<file path="src/rtl/mdt_pkg.sv">
package mdt_pkg;

  // horizontal segments in dots, counted from the sync fall
  localparam int SYNC_FULL      = 64;
  localparam int SYNC_FULL_FAST = 7;
  localparam int SYNC_HALF      = 32;
  localparam int SYNC_HALF_FAST = 3;
  localparam int SLOW_TAIL      = 3;
  localparam int POST_SYNC      = 64;
  localparam int BORDER_L       = 26;
  localparam int ACTIVE_W       = 640;
  localparam int BORDER_R       = 28;
  localparam int BACK_PORCH     = 18;
  localparam int VINT_AFTER     = 40;

  localparam int H_TOTAL   = SYNC_FULL + POST_SYNC + BORDER_L + ACTIVE_W + BORDER_R + BACK_PORCH;
  localparam int HALF_LINE = H_TOTAL / 2;
  localparam int ACT_FIRST = SYNC_FULL + POST_SYNC + BORDER_L;
  localparam int VINT_DOT  = SYNC_FULL + VINT_AFTER;
  localparam int SERR_W    = SYNC_HALF;

  // slow run lengths (stretched part of the pulse plus the lag after release)
  localparam int SLOW_RUN_FULL = SYNC_FULL - SYNC_FULL_FAST + SLOW_TAIL;
  localparam int SLOW_RUN_HALF = SYNC_HALF - SYNC_HALF_FAST + SLOW_TAIL;

  function automatic logic in_span(input int x, input int lo, input int len);
    return (x >= lo) && (x < lo + len);
  endfunction

  // true while the horizontal sync output is held low
  function automatic logic sync_low(input int h, input logic half);
    if (half)
      return in_span(h, 0, SYNC_HALF) || in_span(h, HALF_LINE, SYNC_HALF);
    return in_span(h, 0, SYNC_FULL);
  endfunction

  // true for dots that take the long divisor
  function automatic logic dot_slow(input int h, input logic half);
    if (half)
      return in_span(h, SYNC_HALF_FAST, SLOW_RUN_HALF) ||
             in_span(h, HALF_LINE + SYNC_HALF_FAST, SLOW_RUN_HALF);
    return in_span(h, SYNC_FULL_FAST, SLOW_RUN_FULL);
  endfunction

  // vertical pattern on broad lines: low except a serration window ending each half line
  function automatic logic broad_low(input int h);
    return !(in_span(h, HALF_LINE - SERR_W, SERR_W) || in_span(h, H_TOTAL - SERR_W, SERR_W));
  endfunction

  function automatic logic picture_dot(input int h);
    return in_span(h, ACT_FIRST, ACTIVE_W);
  endfunction

endpackage

</file>
<file path="src/rtl/mdt_dotdiv.sv">
module mdt_dotdiv #(
  parameter int DIV_FAST = 4,
  parameter int DIV_SLOW = 5
) (
  input  logic clk,
  input  logic rst,
  input  logic slow,
  output logic dot_ce
);
  localparam int PW = $clog2(DIV_SLOW);

  logic [PW-1:0] ph_q;
  logic [PW-1:0] ph_last;

  // the divisor follows the current dot, which only changes on dot_ce
  assign ph_last = slow ? PW'(DIV_SLOW - 1) : PW'(DIV_FAST - 1);
  assign dot_ce  = (ph_q == ph_last);

  always_ff @(posedge clk) begin
    if (rst)         ph_q <= '0;
    else if (dot_ce) ph_q <= '0;
    else             ph_q <= ph_q + 1'b1;
  end
endmodule

</file>
<file path="src/rtl/mdt_scan.sv">
module mdt_scan #(
  parameter int H_TOTAL = 840,
  parameter int V_TOTAL = 262,
  parameter int HW      = 10,
  parameter int VW      = 9
) (
  input  logic          clk,
  input  logic          rst,
  input  logic          dot_ce,
  output logic [HW-1:0] h_o,
  output logic [VW-1:0] v_o
);
  logic h_wrap;
  logic v_wrap;

  assign h_wrap = (h_o == HW'(H_TOTAL - 1));
  assign v_wrap = (v_o == VW'(V_TOTAL - 1));

  always_ff @(posedge clk) begin
    if (rst) begin
      h_o <= '0;
      v_o <= '0;
    end else if (dot_ce) begin
      if (h_wrap) begin
        h_o <= '0;
        v_o <= v_wrap ? '0 : v_o + 1'b1;
      end else begin
        h_o <= h_o + 1'b1;
      end
    end
  end
endmodule

</file>
<file path="src/rtl/mdt_decode.sv">
module mdt_decode #(
  parameter int V_FIRST       = 31,
  parameter int V_ACTIVE      = 224,
  parameter int V_EQ_LINES    = 9,
  parameter int V_BROAD_FIRST = 3,
  parameter int V_BROAD_LINES = 3,
  parameter int HW            = 10,
  parameter int VW            = 9
) (
  input  logic [HW-1:0] h_i,
  input  logic [VW-1:0] v_i,
  output logic          slow_o,
  output logic          hsync_n_o,
  output logic          vsync_n_o,
  output logic          csync_n_o,
  output logic          disp_en_o
);
  int   hi;
  int   vi;
  logic half_line;
  logic broad_line;
  logic picture_row;
  logic vpat_n;

  always_comb begin
    hi          = int'(h_i);
    vi          = int'(v_i);
    half_line   = vi < V_EQ_LINES;
    broad_line  = mdt_pkg::in_span(vi, V_BROAD_FIRST, V_BROAD_LINES);
    picture_row = mdt_pkg::in_span(vi, V_FIRST, V_ACTIVE);
    slow_o      = mdt_pkg::dot_slow(hi, half_line);
    hsync_n_o   = !mdt_pkg::sync_low(hi, half_line);
    vpat_n      = !(broad_line && mdt_pkg::broad_low(hi));
    vsync_n_o   = !broad_line;
    csync_n_o   = hsync_n_o & vpat_n;
    disp_en_o   = picture_row && mdt_pkg::picture_dot(hi);
  end
endmodule

</file>
<file path="src/rtl/mdt_vint.sv">
module mdt_vint #(
  parameter int HW        = 10,
  parameter int VW        = 9,
  parameter int VINT_LINE = 255,
  parameter int VINT_DOT  = 104
) (
  input  logic          clk,
  input  logic          rst,
  input  logic          dot_ce,
  input  logic [HW-1:0] h_i,
  input  logic [VW-1:0] v_i,
  input  logic          ack_i,
  output logic          trig_o,
  output logic          req_o
);
  // the request sets on the edge at which the dot counter steps onto VINT_DOT
  assign trig_o = dot_ce && (v_i == VW'(VINT_LINE)) && (h_i == HW'(VINT_DOT - 1));

  always_ff @(posedge clk) begin
    if (rst)         req_o <= 1'b0;
    else if (trig_o) req_o <= 1'b1;
    else if (ack_i)  req_o <= 1'b0;
  end
endmodule

</file>
<file path="src/rtl/mdt_line_timer.sv">
module mdt_line_timer #(
  parameter int V_TOTAL       = 262,
  parameter int V_FIRST       = 31,
  parameter int V_ACTIVE      = 224,
  parameter int V_EQ_LINES    = 9,
  parameter int V_BROAD_FIRST = 3,
  parameter int V_BROAD_LINES = 3,
  parameter int DIV_FAST      = 4,
  parameter int DIV_SLOW      = 5
) (
  input  logic clk,
  input  logic rst,
  input  logic vint_ack,
  output logic dot_ce,
  output logic hsync_n,
  output logic vsync_n,
  output logic csync_n,
  output logic disp_en,
  output logic vint_req
);
  localparam int H_TOTAL   = mdt_pkg::H_TOTAL;
  localparam int HW        = $clog2(H_TOTAL);
  localparam int VW        = $clog2(V_TOTAL);
  localparam int VINT_LINE = V_FIRST + V_ACTIVE;

  logic [HW-1:0] h_cnt;
  logic [VW-1:0] v_cnt;
  logic          dot_slow;
  logic          vint_trig;

  mdt_dotdiv #(.DIV_FAST(DIV_FAST), .DIV_SLOW(DIV_SLOW)) u_div (
    .clk(clk), .rst(rst), .slow(dot_slow), .dot_ce(dot_ce)
  );

  mdt_scan #(.H_TOTAL(H_TOTAL), .V_TOTAL(V_TOTAL), .HW(HW), .VW(VW)) u_scan (
    .clk(clk), .rst(rst), .dot_ce(dot_ce), .h_o(h_cnt), .v_o(v_cnt)
  );

  mdt_decode #(
    .V_FIRST(V_FIRST), .V_ACTIVE(V_ACTIVE), .V_EQ_LINES(V_EQ_LINES),
    .V_BROAD_FIRST(V_BROAD_FIRST), .V_BROAD_LINES(V_BROAD_LINES),
    .HW(HW), .VW(VW)
  ) u_dec (
    .h_i(h_cnt), .v_i(v_cnt), .slow_o(dot_slow),
    .hsync_n_o(hsync_n), .vsync_n_o(vsync_n), .csync_n_o(csync_n), .disp_en_o(disp_en)
  );

  mdt_vint #(.HW(HW), .VW(VW), .VINT_LINE(VINT_LINE), .VINT_DOT(mdt_pkg::VINT_DOT)) u_vint (
    .clk(clk), .rst(rst), .dot_ce(dot_ce), .h_i(h_cnt), .v_i(v_cnt),
    .ack_i(vint_ack), .trig_o(vint_trig), .req_o(vint_req)
  );
endmodule

</file>
<file path="config.mk">
export PLATFORM = sky130hd
export DESIGN_NAME = mdt_line_timer
export DESIGN_NICKNAME = d
export VERILOG_FILES = /design/src/rtl/mdt_pkg.sv /design/src/rtl/mdt_dotdiv.sv /design/src/rtl/mdt_scan.sv /design/src/rtl/mdt_decode.sv /design/src/rtl/mdt_vint.sv /design/src/rtl/mdt_line_timer.sv
export SDC_FILE = /design/constraint.sdc
export NUM_CORES = 1
export LEC_CHECK = 0
export BUFFER_PORTS_ARGS = -buffer_cell sky130_fd_sc_hd__buf_2
export CAP_MARGIN = 20
export CORE_MARGIN = 4
export CORE_UTILIZATION = 50
export DETAILED_ROUTE_END_ITERATION = 16
export PLACE_DENSITY = 0.77
export REMOVE_ABC_BUFFERS = 1
export SLEW_MARGIN = 20
export SYNTH_ARGS = -nofsm -noshare
export SYNTH_HDL_FRONTEND = slang
export SYNTH_HIERARCHICAL = 1
export SYNTH_SLANG_ARGS = --single-unit
</file>
<file path="constraint.sdc">
create_clock -name clk -period 9.6 [get_ports clk]
set_input_delay 0.96 -clock clk [delete_from_list [all_inputs] [get_ports clk]]
set_output_delay 0.96 -clock clk [all_outputs]
set_load 0.1 [all_outputs]
</file>
==> summary.txt <==
Outcome
  • Status: finished clean

STA
  • Final slew viol count: 0
  • RSZ-0062 raised after global routing: false
  • Final Hold Vio Count: 0
  • Final period util: 42.5%
  • Final min period: 4.08 ns
  • Worst-margin pin slew: 0.734 ns
  • Setup TNS: 0 ns
  • Slew headroom: 50.6%
  • Final setup violating endpoints: 0
  • Clock Skews: 0.00339 ns
  • FMAX: 245 MHz

Clock tree
  • Root Driver: clkbuf_4
  • CTS tree: built
  • Clock buffer depth: 2
  • Cts hold-fix bufs: 0
  • CTS resizes: 0
  • Later-pin clock latency in the skew report: slightly above 0.3 ns
  • Total CTS buffers: 3
  • CTS HTree Levels: 1
  • CTS Sinks: 23
  • Post-CTS Setup Inserts: 0
  • Clk slew on worst S/H paths: 0.13 ns

Die
  • Core area: 2850 sq um
  • Initial cell density of the core: 54.0%
  • Die area: 4030 sq um
  • IO Count: 9
  • # rows: 19
  • Die height: 63.5 um
  • Die X-Extent: 63.5 um

Pwr
  • Power Density: around 94 nW/um^2
  • Maximum vdd drop: ~0.066 mV
  • Internal power: roughly 0.00012 W
  • Logic gate share of total power: 5.5%
  • Clock share of power: 30.1%
  • Net switching power: 0.0000373 W
  • Static leakage: roughly 0.61 nW
  • Sw Ratio: 24.4%
  • Register share of total power: 64.4%

Cells and area
  • N_diodes: 0
  • Fill count: about 250
  • Post-route insts no fill: 215
  • Layout cell share with drive strength beyond 1: 12.5%
  • Final net count: ~190
  • Layout overhead on the synthesized area: 5.69%
  • Core Util, Final: 57.1%

Place
  • Post-DP HPWL: 2420 um
  • Number of port buffers: 8
  • Routability cong.: 0.860
  • Placed cells: 211

Global routing
  • Initial antenna violation count: 0
  • Remaining Overflow, GRT: 0
  • Vias in the first global route: 1292
  • Maximum number of pins on one net before global-route repair: 24
  • Tot GR Track Use: 17.7%
  • First-pass GRT wire length: a little under 6000 um

Worst setup path
  • CP Max Fanout: 13
  • CP endpoint kind: output port
  • R2r startpoint: u_scan/h_o[3]
  • Critical Path RT: slightly below 9 ns
  • CP arrival: approximately 3.1 ns
  • Critical path class: reg2out
  • Worst setup path startpoint: u_scan/h_o[3]
  • Startpoint type of the worst setup path: register

Detailed routing
  • WL/cell: 15.8 um
  • Pre-antenna DRT Iters: 4
  • DR iter-0 viols: 115
  • Routed vias: 1390
  • Detail Route Antenna Nets: 0
  • Drt drc: 0
  • Final WL: 3400 um
  • Vias per cell: 6.47

Worst hold path
  • Hold Startpoint: u_div/ph_q[0]
  • Hold Crit Class: reg2reg

Synthesis
  • Synthesized area: about 1500 sq um
  • Syn avg cell area: 8.80 sq um
  • Gate Count Post-Synth: ~180
  • Synth Warn #: 6

Flow run
  • Max Cap Violations: 0
## sequential cells by signal, summed over array words and instances (netlist names)
signal / flops
u_scan/v_o: 9
u_scan/h_o: 10
u_vint/req_o: 1
u_div/ph_q: 3
## critical path: stages (launching register included)
cell	delay [ns]
dfxtp_1	0.65
a311oi_1	0.14
and3_1	0.22
a211o_1	0.26
a32o_1	0.29
nand3b_1	0.21
o22ai_1	0.50
buf_2	0.54
## routing by layer
layer / track usage (%) / vias to the layer above / share of wire [%]
met4: 3.77 / 0 / 0.62
met1: 24.6 / 623 / 46
met3: 4.62 / 4 / 7.5
met2: 27.4 / 64 / 46
met5: 0 / - / 0
li1: - / 699 / -
## metrics by stage
| stage | power [W] | hold slack [ns] | worst slack [ns] | instance area [sq um] |
|---|---|---|---|---|
| floorplan | 0.000106 | 0.480 | 4.86 | 1520 |
| global placement | 0.000108 | 0.505 | 6.02 | 1600 |
| detailed placement | 0.000109 | 0.526 | 5.94 | 1600 |
| CTS | 0.000155 | 0.558 | 5.53 | 1630 |
| global route | 0.000161 | 0.592 | 5.31 | 1630 |
| finish | 0.000153 | 0.553 | 5.52 | 1630 |
## power groups by stage
stage          combinational, W  sequential [W]  clock (W)
6_report             0.00000839       0.0000985  0.0000460
5_1_grt              0.00000927       0.0000988  0.0000530
4_1_cts              0.00000843       0.0000985  0.0000483
3_5_place_dp         0.00000838        0.000101          0
3_3_place_gp         0.00000800        0.000100          0
2_1_floorplan        0.00000591        0.000100          0
## path summary, 6_finish.rpt
path | cells after the start | to | slack (ns)
setup reg to reg | 10 | u_scan/v_o[5] | 5.84
setup / recovery | 7 | dot_ce | 5.52
hold reg to reg | 1 | u_div/ph_q[0] | 0.55
hold / removal | 1 | u_div/ph_q[0] | 0.55
## layout make-up
class                      count  area (sq um)  share of cell area, %
clock inverter                 1          5.00                  0.307
tap                           31          38.8                   2.38
timing repair buffer           8          40.0                   2.46
multi-input combinational    146          1050                   64.5
inverter                       3          11.3                  0.692
clock buffer                   3          22.5                   1.38
sequential                    23           460                   28.3
## cell usage in the layout, fill, tap and decap left out, drive strengths merged, types with 3 or more instances in the layout
cell type and instances:
ha 4, nor4bb 3, mux2i 4, nor2 12, nand3b 7, o21ai 4
xor2 7, nand4 4, and3 3, o32ai 3, inv 3, nand2 16
nand2b 4, a21oi 7, nand3 10, a311oi 3, and4 3, buf 8
or3 3, nor4 5, or4 3, nor2b 3, clkbuf 3, dfxtp 23
nor3b 3
Power figures use the tool's default switching activity.
